`src/rtl/decade_clkgen_pkg.sv`:
```
package decade_clkgen_pkg;

    // Controller states of the output selector
    typedef enum logic [1:0] {
        ST_RUN  = 2'd0,   // divided clock toggling on selected ticks
        ST_SWAP = 2'd1,   // change pending, waiting for a low output
        ST_EXT  = 2'd2    // external clock routed to the output
    } clkgen_state_e;

endpackage

```
`src/rtl/clkgen_btn_edge.sv`:
```
module clkgen_btn_edge #(
    parameter int N = 3
) (
    input  logic         clk,
    input  logic         rst,
    input  logic [N-1:0] raw,
    output logic [N-1:0] rise
);
    logic [N-1:0] s1_q, s2_q, s3_q;

    always_ff @(posedge clk) begin
        if (rst) begin
            s1_q <= '0;
            s2_q <= '0;
            s3_q <= '0;
        end else begin
            s1_q <= raw;
            s2_q <= s1_q;
            s3_q <= s2_q;
        end
    end

    assign rise = s2_q & ~s3_q;

    // One pulse per press: a rise is never followed directly by another rise
    generate
        for (genvar i = 0; i < N; i++) begin : g_chk
            AST_SINGLE_PULSE: assert property (@(posedge clk) disable iff (rst)
                rise[i] |=> !rise[i]) else $error("button pulse repeated");
        end
    endgenerate
endmodule

```
`src/rtl/clkgen_tick_chain.sv`:
```
module clkgen_tick_chain #(
    parameter int NSET      = 16,
    parameter int DEC_RATIO = 10
) (
    input  logic            clk,
    input  logic            rst,
    input  logic            clr,
    output logic [NSET-1:0] tick
);
    localparam int DW = (DEC_RATIO > 2) ? $clog2(DEC_RATIO) : 1;
    localparam logic [DW-1:0] DLAST = DW'(DEC_RATIO - 1);

    logic       cnt2_q;
    logic [2:0] cnt5_q;
    logic       half_q;

    // Front prescaler: /2, /5 and /5 followed by /2 tick streams
    always_ff @(posedge clk) begin
        if (rst || clr) begin
            cnt2_q <= 1'b0;
            cnt5_q <= 3'd0;
            half_q <= 1'b0;
        end else begin
            cnt2_q <= ~cnt2_q;
            cnt5_q <= (cnt5_q == 3'd4) ? 3'd0 : cnt5_q + 3'd1;
            if (cnt5_q == 3'd4)
                half_q <= ~half_q;
        end
    end

    assign tick[0] = cnt2_q;
    assign tick[1] = (cnt5_q == 3'd4);
    assign tick[2] = (cnt5_q == 3'd4) && half_q;

    // Each decade stage slows the stream three settings below it
    generate
        for (genvar s = 3; s < NSET; s++) begin : g_dec
            logic [DW-1:0] dcnt_q;
            always_ff @(posedge clk) begin
                if (rst || clr)
                    dcnt_q <= '0;
                else if (tick[s-3])
                    dcnt_q <= (dcnt_q == DLAST) ? '0 : dcnt_q + DW'(1);
            end
            assign tick[s] = tick[s-3] && (dcnt_q == DLAST);

            AST_DEC_RANGE: assert property (@(posedge clk) disable iff (rst)
                dcnt_q <= DLAST) else $error("decade counter out of range");
        end
    endgenerate

    AST_DIV5_RANGE: assert property (@(posedge clk) disable iff (rst)
        cnt5_q <= 3'd4) else $error("divide-by-five out of range");
    AST_TICK2_SPACED: assert property (@(posedge clk) disable iff (rst)
        tick[0] |=> !tick[0]) else $error("fastest tick back to back");
endmodule

```
`src/rtl/decade_clkgen.sv`:
```
module decade_clkgen
    import decade_clkgen_pkg::*;
#(
    parameter int NSET      = 16,
    parameter int DEC_RATIO = 10
) (
    input  logic            clk,
    input  logic            rst,
    input  logic            btn_up,
    input  logic            btn_dn,
    input  logic            btn_ext,
    input  logic            ext_clk,
    output logic            clk_out,
    output logic [NSET-1:0] led,
    output logic            ext_on
);
    localparam int SW = $clog2(NSET);
    localparam logic [SW-1:0] IDX_TOP = SW'(NSET - 1);

    clkgen_state_e state_q, state_d;
    logic [SW-1:0] req_q, sel_q;
    logic          ext_req_q, div_q;
    logic [2:0]    press;
    logic          up_p, dn_p, ext_p;
    logic [NSET-1:0] tick;
    logic          apply, clr, tgl, fall;

    clkgen_btn_edge #(.N(3)) u_btn (
        .clk (clk),
        .rst (rst),
        .raw ({btn_ext, btn_dn, btn_up}),
        .rise(press)
    );
    assign up_p  = press[0];
    assign dn_p  = press[1];
    assign ext_p = press[2];

    clkgen_tick_chain #(.NSET(NSET), .DEC_RATIO(DEC_RATIO)) u_chain (
        .clk (clk),
        .rst (rst),
        .clr (clr),
        .tick(tick)
    );

    // State register
    always_ff @(posedge clk) begin
        if (rst) state_q <= ST_RUN;
        else     state_q <= state_d;
    end

    // Next state and control strobes
    always_comb begin
        state_d = state_q;
        apply   = 1'b0;
        clr     = 1'b0;
        tgl     = 1'b0;
        fall    = div_q && tick[sel_q];
        unique case (state_q)
            ST_RUN: begin
                tgl = tick[sel_q];
                if (req_q != sel_q || ext_req_q)
                    state_d = ST_SWAP;
            end
            ST_SWAP: begin
                if (!div_q || fall) begin
                    apply   = 1'b1;
                    clr     = 1'b1;
                    state_d = ext_req_q ? ST_EXT : ST_RUN;
                end
            end
            ST_EXT: begin
                clr = 1'b1;
                if (!ext_req_q && !ext_clk) begin
                    apply   = 1'b1;
                    state_d = ST_RUN;
                end
            end
            default: state_d = ST_RUN;
        endcase
    end

    // Selector, request and output registers
    always_ff @(posedge clk) begin
        if (rst) begin
            req_q     <= '0;
            sel_q     <= '0;
            ext_req_q <= 1'b0;
            div_q     <= 1'b0;
        end else begin
            if (up_p && !dn_p && req_q != IDX_TOP)
                req_q <= req_q + SW'(1);
            else if (dn_p && !up_p && req_q != '0)
                req_q <= req_q - SW'(1);
            if (ext_p)
                ext_req_q <= ~ext_req_q;
            if (apply)
                sel_q <= req_q;
            if (apply || state_q == ST_EXT)
                div_q <= 1'b0;
            else if (tgl)
                div_q <= ~div_q;
        end
    end

    assign ext_on  = (state_q == ST_EXT);
    assign clk_out = ext_on ? ext_clk : div_q;
    assign led     = NSET'(1) << req_q;

    AST_LED_ONEHOT: assert property (@(posedge clk) disable iff (rst)
        $countones(led) == 1) else $error("led not one-hot");
    AST_UP_SATURATE: assert property (@(posedge clk) disable iff (rst)
        (req_q == IDX_TOP && up_p) |=> req_q == IDX_TOP) else $error("up wrapped");
    AST_DN_SATURATE: assert property (@(posedge clk) disable iff (rst)
        (req_q == '0 && dn_p) |=> req_q == '0) else $error("down wrapped");
    AST_SWAP_WHILE_LOW: assert property (@(posedge clk) disable iff (rst)
        !$stable(sel_q) |-> !div_q) else $error("setting changed while high");
    AST_RISE_IN_RUN: assert property (@(posedge clk) disable iff (rst)
        $rose(div_q) |-> $past(state_q) == ST_RUN) else $error("rise outside run");
    AST_EXT_DIV_IDLE: assert property (@(posedge clk) disable iff (rst)
        ext_on |-> !div_q) else $error("divider active in external mode");
    AST_EXT_EXIT_LOW: assert property (@(posedge clk) disable iff (rst)
        $fell(ext_on) |-> !$past(ext_clk)) else $error("left external mode while high");
endmodule

```
`config.mk`:
```
export PLATFORM = sky130hd
export DESIGN_NAME = decade_clkgen
export DESIGN_NICKNAME = d
export VERILOG_FILES = /design/src/rtl/decade_clkgen_pkg.sv /design/src/rtl/clkgen_btn_edge.sv /design/src/rtl/clkgen_tick_chain.sv /design/src/rtl/decade_clkgen.sv
export SDC_FILE = /design/constraint.sdc
export NUM_CORES = 1
export LEC_CHECK = 0
export BUFFER_PORTS_ARGS = -buffer_cell sky130_fd_sc_hd__buf_2
export CORE_UTILIZATION = 37
export CTS_CLUSTER_DIAMETER = 40
export DETAILED_ROUTE_END_ITERATION = 16
export PLACE_DENSITY = 0.61
export SLEW_MARGIN = 5
export SYNTH_ARGS = -nofsm -noshare
export SYNTH_HDL_FRONTEND = slang
export SYNTH_SLANG_ARGS = --single-unit
```
`constraint.sdc`:
```
create_clock -name clk -period 3 [get_ports clk]
set_input_delay 0.15 -clock clk [delete_from_list [all_inputs] [get_ports clk]]
set_output_delay 0.15 -clock clk [all_outputs]
set_load 0.03 [all_outputs]
```
==> impl_metrics.yaml <==
synth:
  synthAdderAreaFrac_pct: 2.529
  synth_seq_cells: 78
  synth_warnings: 0
  synth_compound_area_share_pct: 11.91
  yosysTopAreaCellShare_pct: 36.71
  seq_area_frac_synth_pct: 36.71
  synth_xor_area_share_pct: 7.206
  syn_area_um2: 4254
  synth.distinct_cells: 59
  ys_top_cells_by_area: "dfxtp_1, nor2_4, nor2b_1"
  yosysTopAreaCell: "dfxtp_1"
  async_flop_share_pct: 0
  synth_ff_type: "dfxtp_1"
  yosys.area_share.simple_pct: 34.88
  synth_top_family_by_area: "simple AND/OR/NAND/NOR gates"
  synth-edff-count: 0
  synth_mux_area_share_pct: 2.118
  synth_nets: 482
  syn_inst: 468
  avgSynthCellArea_um2: 9.090
worst_setup_path:
  crit_arrival_ns: 2.95
  cp_data_required_time_ns: 3.26
  cp_slowest_cell: "o32a_1"
  max_stage_delay_ns: 0.39
  critical_path_buf_inv_count: 2
  worstPathMaxFanout: 29
  path_delay_family: "compound AO/OA/AOI/OAI gates"
  setup.worst_path.start_class: "flip-flop"
  critPathKind: "reg2reg"
  path_cells: "inv_1, ha_1, and4_4, and2_1, o32a_1, a32oi_4, nand2_4, o221a_4, buf_12, nor3b_1"
  crit_path_end_kind: "flip-flop"
die:
  die_w_um: 109.2
  io_pins: 24
  start_util_pct: 38.57
  die_h_um: 109.2
  row_count: 38
  dieArea_um2: 11930
  core_um2: 11030
power:
  peakVddDrop_mv: 0.3805
  p_comb_share_pct: 21.8
  p_leak_nw: 1.673
  power_switching_mw: 0.9208
  power.share.clock_pct: 37.2
  internal_power_mw: 2.022
  seq_power_share_pct: 40.9
  swShare_pct: 31.29
  p_per_area_nw_per_um2: 615.6
timing:
  fin_crit_ns: 2.687
  finalCritPeriodShare_pct: 89.58
  hold_violations: 0
  fin_setup_tns_ns: 0
  rsz0062_at_grt: "false"
  timing.fmax_mhz: 372.1
  slew_headroom_pct: 61.07
  holdWs_ns: 0.01704
  setup_violations: 0
  final_max_slew_viol_count: 0
  finClkSkew_ns: 0.005264
  tightestPinTransition_ns: 0.5760
outcome:
  status: "finished, final reports clean"
drt:
  wire_per_inst_um: 12.22
  post-route-drc-count: 0
  drt_iter0_markers: 107
  ant_nets: 0
  first_pass_iters: 4
  wl_um: 7761
  post_drt_via_cell_ratio: 5.079
  vias: 3225
clock_network:
  ctsHtreeMaxLevel: 3
  numCtsBuffers: 9
  clk_pin_slew_ns: 0.06
  cts-root-buf: "clkbuf_16"
  cts_sinks: 78
  postCtsSetupRepairBufs: 0
  clock_latency_ns: 0.34
  cts_resized: 0
  ctsHoldBuffers: 0
  clockBufferDepth: 2
  cts_tree: "yes"
global_routing:
  antenna_found_initial: 0
  grt-ovfl-total: 0
  grt.total_usage_pct: 14.12
  grt_pass1_vias: 2864
  grt_pass1_wl_um: 13010
  grt_max_degree: 30
placed_design:
  dp_hpwl_um: 5535
  gp_congestion: 0.7474
  io_buffer_count: 23
run:
  cap_violations: 0
finish:
  n_antenna_cell: 0
  final_nets: 504
  drive_above_1_share_pct: 17.37
  area_growth_pct: 12.38
  nFillCells: 1106
worst_hold_path:
  worstHoldPathType: "in2reg"
==> registers in the layout (all words and copies together), names as in the netlist <==
| signal | count |
|---|---|
| req_q | 4 |
| u_btn.s1_q | 3 |
| u_chain.cnt2_q | 1 |
| div_q | 1 |
| u_chain.g_dec.dcnt_q | 52 |
| u_btn.s2_q | 3 |
| ext_req_q | 1 |
| sel_q | 4 |
| u_chain.half_q | 1 |
| u_btn.s3_q | 3 |
| u_chain.cnt5_q | 3 |
| state_q | 2 |
==> power by group through the flow <==
stage | Clock (mW) | Combinational (mW) | Sequential, mW
global route | 1.17 | 0.702 | 1.22
global placement | 0 | 0.637 | 1.22
floorplan | 0 | 0.596 | 1.19
CTS | 1.13 | 0.653 | 1.20
detailed placement | 0 | 0.650 | 1.23
finish | 1.10 | 0.642 | 1.20
==> through the flow <==
| stage | util, % | total power, mW | worst slack [ns] | cells | instance area [um^2] |
|---|---|---|---|---|---|
| 4_1_cts | 43.34 | 2.991 | 0.3015 | 635 | 4781 |
| 6_report | 43.34 | 2.943 | 0.3126 | 635 | 4781 |
| 3_3_place_gp | 40.62 | 1.860 | 0.3651 | 619 | 4481 |
| 2_1_floorplan | - | 1.791 | 0.3939 | 468 | 4254 |
| 5_1_grt | 43.34 | 3.092 | 0.1678 | 635 | 4781 |
| 3_5_place_dp | 40.62 | 1.876 | 0.3170 | 619 | 4481 |
==> logic make-up after synthesis <==
| family | Yosys count |
|---|---|
| compound gates | 75 |
| simple gates | 229 |
| buf+inv | 34 |
| flops | 78 |
| mux | 9 |
| xor+xnor | 35 |
| fa+ha+maj | 8 |
==> path summary, 6_finish.rpt <==
check                                     from                      endpoint  slack [ns]  cells past startpoint
setup / recovery  u_chain.cnt5_q[0]$_SDFF_PP0_  u_chain.cnt5_q[1]$_SDFF_PP0_        0.31                     10
hold / removal                          btn_dn      u_btn.s1_q[1]$_SDFF_PP0_        0.02                      2
setup reg to reg  u_chain.cnt5_q[0]$_SDFF_PP0_  u_chain.cnt5_q[1]$_SDFF_PP0_        0.31                     10
hold reg to reg       u_btn.s1_q[1]$_SDFF_PP0_      u_btn.s2_q[1]$_SDFF_PP0_        0.45                      1
==> routing by layer <==
| layer | GRT usage (%) | part of all wire (%) |
|---|---|---|
| met1 | 17.76 | 49 |
| met2 | 22.24 | 46 |
| met3 | 3.945 | 2.9 |
| met4 | 6.571 | 1.9 |
| met5 | 0 | 0 |
==> area by class of cell <==
cell class / instances / area, um^2 / area share, %
clock inverters: 6 / 61.31 / 1.282
flip-flops and latches: 78 / 1562 / 32.66
well taps: 140 / 175.2 / 3.664
multi-input cells: 356 / 2495 / 52.19
repair buffers: 30 / 192.7 / 4.030
clock buffers: 10 / 239.0 / 4.999
inverters: 15 / 56.30 / 1.178
==> Yosys cell counts (all sizes together), types with 2 or more instances <==
| master | number |
|---|---|
| nand2 | 24 |
| nand4 | 7 |
| ha | 7 |
| and4 | 3 |
| a21o | 4 |
| nor3b | 17 |
| nor2 | 72 |
| dfxtp | 78 |
| clkbuf | 10 |
| and4b | 2 |
| o2111ai | 2 |
| or3b | 2 |
| and4bb | 2 |
| a211oi | 2 |
| nand2b | 10 |
| o21ai | 25 |
| or3 | 4 |
| xor2 | 15 |
| buf | 9 |
| and3 | 2 |
| mux2i | 9 |
| a41oi | 2 |
| nor4 | 2 |
| xnor2 | 20 |
| inv | 15 |
| nand3 | 12 |
| a21oi | 27 |
| nand4b | 3 |
| nor4bb | 5 |
| and2 | 4 |
| a22oi | 2 |
| nor2b | 34 |
| nor3 | 20 |
==> cells in the final DEF, fill, tap and decap left out, types with 4 or more instances in the layout <==
cell type and instances:
nor3_1 19, mux2i_1 9, a21o_1 4, xnor2_1 20, nor4bb_1 5, nand4_1 7
clkbuf_16 9, nor3b_1 17, or3_1 4, dfxtp_1 78, xor2_1 15, ha_1 7
inv_1 15, o21ai_0 25, nor2b_1 34, buf_2 23, buf_4 5, a21oi_1 27
nand3_1 12, nand2_1 23, nor2_4 29, nand2b_1 10, and2_1 4, nor2_1 42
(Power assumes the default switching activity.)
